`src/rtl/wpt_pkg.sv`:
```
package wpt_pkg;
  localparam int WPT_IDX_W = 2;
  localparam int WPT_CTRL_W = 32;

  localparam logic [1:0] KIND_FETCH = 2'b00;
  localparam logic [1:0] KIND_WRITE = 2'b01;
  localparam logic [1:0] KIND_READ  = 2'b10;

  localparam logic [1:0] TYPE_EXEC  = 2'b00;
  localparam logic [1:0] TYPE_WR    = 2'b01;
  localparam logic [1:0] TYPE_RW    = 2'b11;

  // strobes from control decode to datapath
  typedef struct packed {
    logic                 addrWe;
    logic [WPT_IDX_W-1:0] addrIdx;
    logic                 ctrlWe;
    logic                 statClr;
    logic                 taskClr;
  } wptStrobe_t;

  // one bit per slot at position 2*i+off
  function automatic logic [WPT_CTRL_W-1:0] enableMask(input int n, input int off);
    logic [WPT_CTRL_W-1:0] m;
    m = '0;
    for (int i = 0; i < n; i++) m[2*i+off] = 1'b1;
    return m;
  endfunction
endpackage

```
`src/rtl/wpt_ctrl.sv`:
```
module wpt_ctrl
  import wpt_pkg::*;
(
  input  logic       regWe,
  input  logic [2:0] regSel,
  input  logic       taskSwitch,
  output wptStrobe_t strobe
);
  always_comb begin
    strobe.addrWe  = regWe && (regSel[2] == 1'b0);
    strobe.addrIdx = regSel[WPT_IDX_W-1:0];
    strobe.ctrlWe  = regWe && (regSel == 3'd4);
    strobe.statClr = regWe && (regSel == 3'd5);
    strobe.taskClr = taskSwitch;
  end
endmodule

```
`src/rtl/wpt_datapath.sv`:
```
module wpt_datapath
  import wpt_pkg::*;
#(
  parameter int ADDR_W    = 32,
  parameter int NUM_SLOTS = 4
) (
  input  logic                  clk,
  input  logic                  rstN,
  input  wptStrobe_t            strobe,
  input  logic [2:0]            regSel,
  input  logic [ADDR_W-1:0]     regWdata,
  output logic [ADDR_W-1:0]     regRdata,
  input  logic                  busValid,
  input  logic [1:0]            busKind,
  input  logic [ADDR_W-1:0]     busAddr,
  output logic                  trapPulse,
  output logic [WPT_CTRL_W-1:0] ctrlWord,
  output logic [NUM_SLOTS-1:0]  statusVec
);
  localparam int NIB_BASE = 16;
  localparam int NIB_W    = 4;
  localparam logic [WPT_CTRL_W-1:0] WRITABLE   = 32'hFFFF_03FF;
  localparam logic [WPT_CTRL_W-1:0] LOCAL_BITS = enableMask(NUM_SLOTS, 0);

  logic [ADDR_W-1:0]     slotAddr [NUM_SLOTS];
  logic [WPT_CTRL_W-1:0] ctrlQ, ctrlNext;
  logic [NUM_SLOTS-1:0]  statusQ, statusNext, hitVec, clrVec;
  logic                  trapQ;

  function automatic logic [ADDR_W-1:0] lenMask(input logic [1:0] code);
    case (code)
      2'b00:   return '0;
      2'b01:   return ADDR_W'(1);
      2'b11:   return ADDR_W'(3);
      default: return ADDR_W'(7);
    endcase
  endfunction

  // per-slot comparators
  for (genvar g = 0; g < NUM_SLOTS; g++) begin : gSlot
    logic [1:0]        typ, lenC;
    logic              en, kindOk, addrOk;
    logic [ADDR_W-1:0] msk;

    always_comb begin
      en   = |ctrlQ[2*g +: 2];
      typ  = ctrlQ[NIB_BASE + NIB_W*g +: 2];
      lenC = ctrlQ[NIB_BASE + NIB_W*g + 2 +: 2];
      msk  = lenMask(lenC);
      case (typ)
        TYPE_EXEC: kindOk = (busKind == KIND_FETCH) && (lenC == 2'b00);
        TYPE_WR:   kindOk = (busKind == KIND_WRITE);
        TYPE_RW:   kindOk = (busKind == KIND_WRITE) || (busKind == KIND_READ);
        default:   kindOk = 1'b0;
      endcase
      addrOk    = (busAddr & ~msk) == (slotAddr[g] & ~msk);
      hitVec[g] = busValid && en && kindOk && addrOk;
    end

    always_ff @(posedge clk or negedge rstN) begin
      if (!rstN) slotAddr[g] <= '0;
      else if (strobe.addrWe && (strobe.addrIdx == WPT_IDX_W'(g)))
        slotAddr[g] <= regWdata;
    end
  end

  always_comb begin
    ctrlNext = strobe.ctrlWe ? (regWdata[WPT_CTRL_W-1:0] & WRITABLE) : ctrlQ;
    if (strobe.taskClr) ctrlNext = ctrlNext & ~LOCAL_BITS;
    clrVec     = strobe.statClr ? regWdata[NUM_SLOTS-1:0] : '0;
    statusNext = (statusQ & ~clrVec) | hitVec;
  end

  always_ff @(posedge clk or negedge rstN) begin
    if (!rstN) begin
      ctrlQ   <= '0;
      statusQ <= '0;
      trapQ   <= 1'b0;
    end else begin
      ctrlQ   <= ctrlNext;
      statusQ <= statusNext;
      trapQ   <= |hitVec;
    end
  end

  always_comb begin
    regRdata = '0;
    case (regSel)
      3'd0, 3'd1, 3'd2, 3'd3:
        if (int'(regSel) < NUM_SLOTS) regRdata = slotAddr[regSel[WPT_IDX_W-1:0]];
      3'd4:    regRdata[WPT_CTRL_W-1:0] = ctrlQ;
      3'd5:    regRdata[NUM_SLOTS-1:0]  = statusQ;
      default: regRdata = '0;
    endcase
  end

  assign trapPulse = trapQ;
  assign ctrlWord  = ctrlQ;
  assign statusVec = statusQ;
endmodule

```
`src/rtl/wpt_match_unit.sv`:
```
module wpt_match_unit
  import wpt_pkg::*;
#(
  parameter int ADDR_W    = 32,
  parameter int NUM_SLOTS = 4
) (
  input  logic              clk,
  input  logic              rstN,
  input  logic              regWe,
  input  logic [2:0]        regSel,
  input  logic [ADDR_W-1:0] regWdata,
  output logic [ADDR_W-1:0] regRdata,
  input  logic              taskSwitch,
  input  logic              busValid,
  input  logic [1:0]        busKind,
  input  logic [ADDR_W-1:0] busAddr,
  output logic              trapPulse
);
  wptStrobe_t            strobe;
  logic [WPT_CTRL_W-1:0] ctrlWord;
  logic [NUM_SLOTS-1:0]  statusVec;

  wpt_ctrl ctrl_i (
    .regWe      (regWe),
    .regSel     (regSel),
    .taskSwitch (taskSwitch),
    .strobe     (strobe)
  );

  wpt_datapath #(.ADDR_W(ADDR_W), .NUM_SLOTS(NUM_SLOTS)) dp_i (
    .clk       (clk),
    .rstN      (rstN),
    .strobe    (strobe),
    .regSel    (regSel),
    .regWdata  (regWdata),
    .regRdata  (regRdata),
    .busValid  (busValid),
    .busKind   (busKind),
    .busAddr   (busAddr),
    .trapPulse (trapPulse),
    .ctrlWord  (ctrlWord),
    .statusVec (statusVec)
  );
endmodule

```
`config.mk`:
```
export PLATFORM = sky130hd
export DESIGN_NAME = wpt_match_unit
export DESIGN_NICKNAME = d
export VERILOG_FILES = /design/src/rtl/wpt_pkg.sv /design/src/rtl/wpt_ctrl.sv /design/src/rtl/wpt_datapath.sv /design/src/rtl/wpt_match_unit.sv
export SDC_FILE = /design/constraint.sdc
export NUM_CORES = 1
export LEC_CHECK = 0
export BUFFER_PORTS_ARGS = -buffer_cell sky130_fd_sc_hd__buf_4
export CORE_MARGIN = 1
export CORE_UTILIZATION = 43
export CTS_BUF_LIST = sky130_fd_sc_hd__clkbuf_4
export DETAILED_ROUTE_END_ITERATION = 12
export PLACE_DENSITY = 0.61
export SETUP_SLACK_MARGIN = 0.05
export SLEW_MARGIN = 20
export SYNTH_ARGS = -nofsm -noshare
export SYNTH_HDL_FRONTEND = slang
export SYNTH_HIERARCHICAL = 1
export SYNTH_SLANG_ARGS = --single-unit
```
`constraint.sdc`:
```
create_clock -name clk -period 1.8 [get_ports clk]
set_input_delay 0.09 -clock clk [delete_from_list [all_inputs] [get_ports clk]]
set_output_delay 0.09 -clock clk [all_outputs]
set_load 0.005 [all_outputs]
```
==> After elaboration in Yosys (flattened, before gate mapping) <==
Cells that the tools add are included.
{ "classes": {"order_cmp": 2, "n_reduce_logical": 42, "eq_ne": 30, "mux": 17, "bitwise_logic": 17} }
{ "ops": {"columns": ["op", "n"], "rows": [
  ["$and A32 B32 Y32", 8],
  ["$eq A32 B32 Y1", 4],
  ["$mux W32", 4],
  ["$not A3 Y32", 4],
  ["$bmux W32 S2", 1],
  ["$pmux W28 S2", 1],
  ["$pmux W3 S3", 4],
  ["$logic_and A1 B1 Y1", 23],
  ["$eq A2 B2 Y1 const B", 11],
  ["$eq A2 B1 Y1 const B", 10],
  ["$logic_not A2 Y1", 10],
  ["$pmux W1 S3", 4],
  ["$pmux W4 S3", 1],
  ["$reduce_or A2 Y1", 4],
  ["$reduce_or A4 Y1", 2],
  ["$mux W7", 1],
  ["$eq A3 B2 Y1 const B", 2],
  ["$eq A3 B3 Y1 const B", 2],
  ["$and A4 B4 Y4", 1],
  ["$mux W4", 1],
  ["$not A4 Y4", 1],
  ["$or A4 B4 Y4", 1],
  ["$eq A3 B1 Y1 const B", 1],
  ["$ge A3 B3 Y1 const B", 1],
  ["6 further kinds", 6]
]} }
{ "word_totals": {"wordCells": 116, "output_inout_bits": 33, "input_bits": 74, "register_bits": 165} }

==> Logic depth before layout (Yosys ltp) <==
{ "logic_depth": {"word_depth": 7, "ltp_mapped": 7, "ltp_nobuf": 7} }

==> Hierarchy <==
Netlist, hierarchy kept.
{ "by_module_without_submodules": {"columns": ["module", "cells_each", "area_each_um2", "seq_area_each_um2", "n_inst"], "rows": [
  ["wpt_datapath", 702, 8784.7, 3978.8, 1],
  ["wpt_ctrl", 6, 53.8, 0.0, 1]
]} }

==> Least setup slack after synthesis <==
Ideal clock, no wire load.
{ "synth_timing": {"path_kind": "reg2reg", "startpoint": "reg dp_i/slotAddr[64] (netlist bit)", "endpoint": "reg dp_i.trapQ, in the netlist dp_i/trapPulse", "required_ns": 1.661, "setup_ns": 0.139, "synth_period_minus_slack_ns": 1.518, "stages_incl_launch_ff": 6, "slack_ns": 0.282, "t_arrival_ns": 1.380, "path_buffers": 0, "path_cell_list": "dfrtp_1 > xnor2_1 > o32a_1 > o2111ai_2 > nor4_2 > or4_1"} }
{ "synth_between": {"elab_chain_len": 4} }
{ "synth_rtl": {"columns": ["element", "line", "text"], "rows": [
  ["from (decl)", "wpt_datapath.sv:25", "logic [ADDR_W-1:0] slotAddr [NUM_SLOTS];"],
  ["from (signal, indexed assignment)", "wpt_datapath.sv:63", "slotAddr[g] <= regWdata;"],
  ["$and A32 B32 Y32", "wpt_datapath.sv:56", "addrOk = (busAddr & ~msk) == (slotAddr[g] & ~msk);"],
  ["$eq A32 B32 Y1", "wpt_datapath.sv:56", null],
  ["$logic_and A1 B1 Y1", "wpt_datapath.sv:57", "hitVec[g] = busValid && en && kindOk && addrOk;"],
  ["$reduce_or A4 Y1", "wpt_datapath.sv:82", "trapQ <= |hitVec;"],
  ["to (signal assigned)", "wpt_datapath.sv:82", null],
  ["to (decl)", "wpt_datapath.sv:28", "logic trapQ;"]
]} }
Every way passes these cells.
A chain may end at the register's enable or synchronous reset.

==> Worst setup path after layout <==
{ "layout_timing": {"startpoint": "reg dp_i/slotAddr[106] (netlist bit)", "endpoint": "out regRdata[10]"} }
{ "layout_between": {"elab_chain_len": 5} }
{ "layout_rtl": {"columns": ["element", "line", "text"], "rows": [
  ["$bmux W32 S2", "wpt_datapath.sv:90", "if (int'(regSel) < NUM_SLOTS) regRdata = slotAddr[regSel[WPT_IDX_W-1:0]];"],
  ["$mux W32 (not written as such) (2 in a row)", "wpt_datapath.sv:90", null],
  ["$mux W32", "wpt_datapath.sv:90", null],
  ["$pmux W28 S2", "wpt_datapath.sv:88", "case (regSel)"],
  ["to (decl)", "wpt_match_unit.sv:12", "output logic [ADDR_W-1:0] regRdata,"]
]} }
Every way passes these cells. The select of a mux whose other input is x is not followed.

==> results.tsv <==
stage	metric	value	unit
drt	DRT Pass-1 Iters	5	
clock_network	CTS sink count	159	
timing	Setup Viol. Count Final	32	
global_routing	initial antenna violation count	2	
critical_path	critical-path cell with the highest stage delay	dfrtp_1	
drt	DR iter-0 viols	400	
power_and_ir_drop	Flop pwr share	42.7	%
clock_network	H-tree depth	4	
timing	Clock Skew	12.3	ps
clock_network	Root Driver	clkbuf_4	
clock_network	Clock Latency Late Sink	570	ps
placement	dpl hpwl	20.0	mm
power_and_ir_drop	net switching power	3880	µW
yosys	Net Count, Synth	777	
global_routing	largest net degree at the start of global routing	50	
die	row count	51	
yosys	post-synthesis cell area	8790	µm²
critical_path	CP Buf/Inv Count	2	
critical_path	Crit path required time	1710	ps
timing	hold_ws	42.0	ps
yosys	Avg Cell Area, Syn	12.5	µm²
yosys	synth warn	6	
critical_path	CP startpoint kind	flip-flop	
critical_path	CP arrival	1820	ps
flow_run	max cap viols	0	
timing	worst-margin pin slew	581	ps
power_and_ir_drop	Int Pwr	7690	µW
hold_path	Hold WC Path Type	in -> async	
timing	period utilization	106	%
power_and_ir_drop	Leak	0.00536	µW
power_and_ir_drop	peak supply drop	0.529	mV
placement	Port Buf Inserts	106	
global_routing	vias in the first global route	7277	
placement	post-place instance area	10200	µm²
timing	slew margin rel.	61.3	%
die	core area	19700	µm²
finish	area occupied by registers	3980	µm²
clock_network	total CTS buffers	17	
global_routing	GRT Util Overall	27.9	%
global_routing	first-pass GRT wire length	43.3	mm
die	Die Span Y	145	µm
clock_network	Clock transition at path regs	130	ps
timing	Setup WS post-layout	-105	ps
clock_network	CTS tree	yes	
global_routing	global route overflow	0	
timing	RSZ-0062 raised after global routing	yes	
finish	Design Area, Final	12000	µm²
clock_network	buffer levels on the longest clock path	2	
power_and_ir_drop	Net Sw Frac	33.6	%
timing	timing-limited maximum frequency	0.525	GHz
drt	Remaining DRCs	0	
critical_path	CP Capture Type	primary output	
critical_path	Crit Path Class	reg -> out	
timing	Slew Viols, Final	0	
die	initial core utilization	44.6	%
die	IO Pins	107	
power_and_ir_drop	combinational share of power	39.2	%
critical_path	worst-path cell chain	buf_6 -> mux4_2 -> nor2b_1 -> buf_4	
outcome	status	finished, violations left	
outcome	failing checks	setup timing	
yosys	Post-Syn Instances	701	
critical_path	slowest stage delay, CP	430	ps
drt	remaining antenna violation count after routing	0	
timing	minimum clock period	1910	ps
die	Die Wd	145	µm
drt	DR vias	6853	
timing	Final Hold Fails	0	
drt	Routed Wire Length	28.7	mm
power_and_ir_drop	Clk pwr share	18.1	%
finish	Layout Nets	1045	
critical_path	crit-path leading delay family	flip-flops	
drt	mean number of vias per cell	5.50	
critical_path	CP max FO	2	
finish	Area growth syn-to-layout	37.0	%
placement	RD Place Congestion	0.890	
finish	Fill cells	1575	
die	die area	21000	µm²
power_and_ir_drop	Pwr Density	961	nW/µm²
finish	Multi-input gate area	4980	µm²
drt	WL/cell	23.1	µm
finish	fraction of layout cells with a size suffix above 1	54.2	%
[metal layers]
layer	GRT usage (%)	wire length, µm	up-vias
li1	-	-	3024
met1	37.0	12500	3556
met2	44.2	13700	225
met3	6.23	1620	48
met4	11.4	947	0
met5	0	0	-
[power groups by stage]
stage | Clock (µW) | Sequential, µW | Combinational [µW]
after detailed placement | 0 | 5140 | 3110
final | 2100 | 4940 | 4540
after CTS | 2130 | 4920 | 3930
after floorplan | 0 | 4880 | 1870
after global placement | 0 | 5090 | 3070
after global routing | 2290 | 5020 | 4800
[sequential cells by signal, summed over array words and instances, names as in the netlist]
register and cells:
dp_i/ctrlWord 26, dp_i/statusVec 4, dp_i/slotAddr 128, dp_i/trapPulse 1
[worst reg2reg max path: stages, from the launching register on]
cell and delay [ps]:
dfrtp_1 420, buf_4 140, xor2_1 170, nor4_2 330, buf_4 170, nand4_1 130, nor4_2 290, or4_1 160
[cell type report]
| class | instances | share of cell area, % |
|---|---|---|
| repair buffers | 283 | 19.7 |
| flip-flops and latches | 159 | 33.0 |
| diodes | 2 | 0.0416 |
| clock buffers | 21 | 1.31 |
| clock inverters | 8 | 0.779 |
| inverters | 31 | 0.966 |
| multi-input cells | 477 | 41.4 |
| well taps | 265 | 2.75 |
[cell usage in the layout (no fill, tap or decap), drive strengths merged, types with 8 or more instances in the layout]
cell         instances
xnor2               15
inv                 31
nor4                29
dfrtp              159
mux4                32
clkbuf              21
xor2               113
nand2               36
mux2               147
buf                248
dlygate4sd3         35
mux2i                8
o21ai               33
nor2                 9
[final timing paths]
check	start	to	slack, ps	cells after the start
hold / removal	rstN	dp_i/ctrlWord[7]	40	2
max in group asynchronous	rstN	dp_i/trapPulse	1040	3
hold reg to reg	dp_i/ctrlWord[8]	dp_i/ctrlWord[8]	530	1
setup reg to reg	dp_i/slotAddr[22]	dp_i/trapPulse	-60	7
min in group clk	regWe	dp_i/statusVec[3]	100	4
setup / recovery	dp_i/slotAddr[106]	regRdata[10]	-110	4
[stage by stage]
step,cells,total power (µW),utilization [%],setup WS [ps],TNS [ps]
finish,1246,11600,61.1,-105,-1550
global route,1246,12100,61.1,-193,-4530
CTS,1209,11000,57.8,-143,-2600
detailed placement,1075,8240,51.5,-213,-439
global placement,1075,8160,51.5,-218,-415
floorplan,701,6750,-,282,0
[timing repair]
item / CTS / global route
setup endpoints to repair: 37 / 37
hold endpoints to repair: 317 / 0
gates resized for setup: 40 / 63
buffers inserted: 70 / 36
pin swaps: 8 / 21
hold buffers: 35 / 0
No activity file was read; power rests on OpenSTA's default activity.
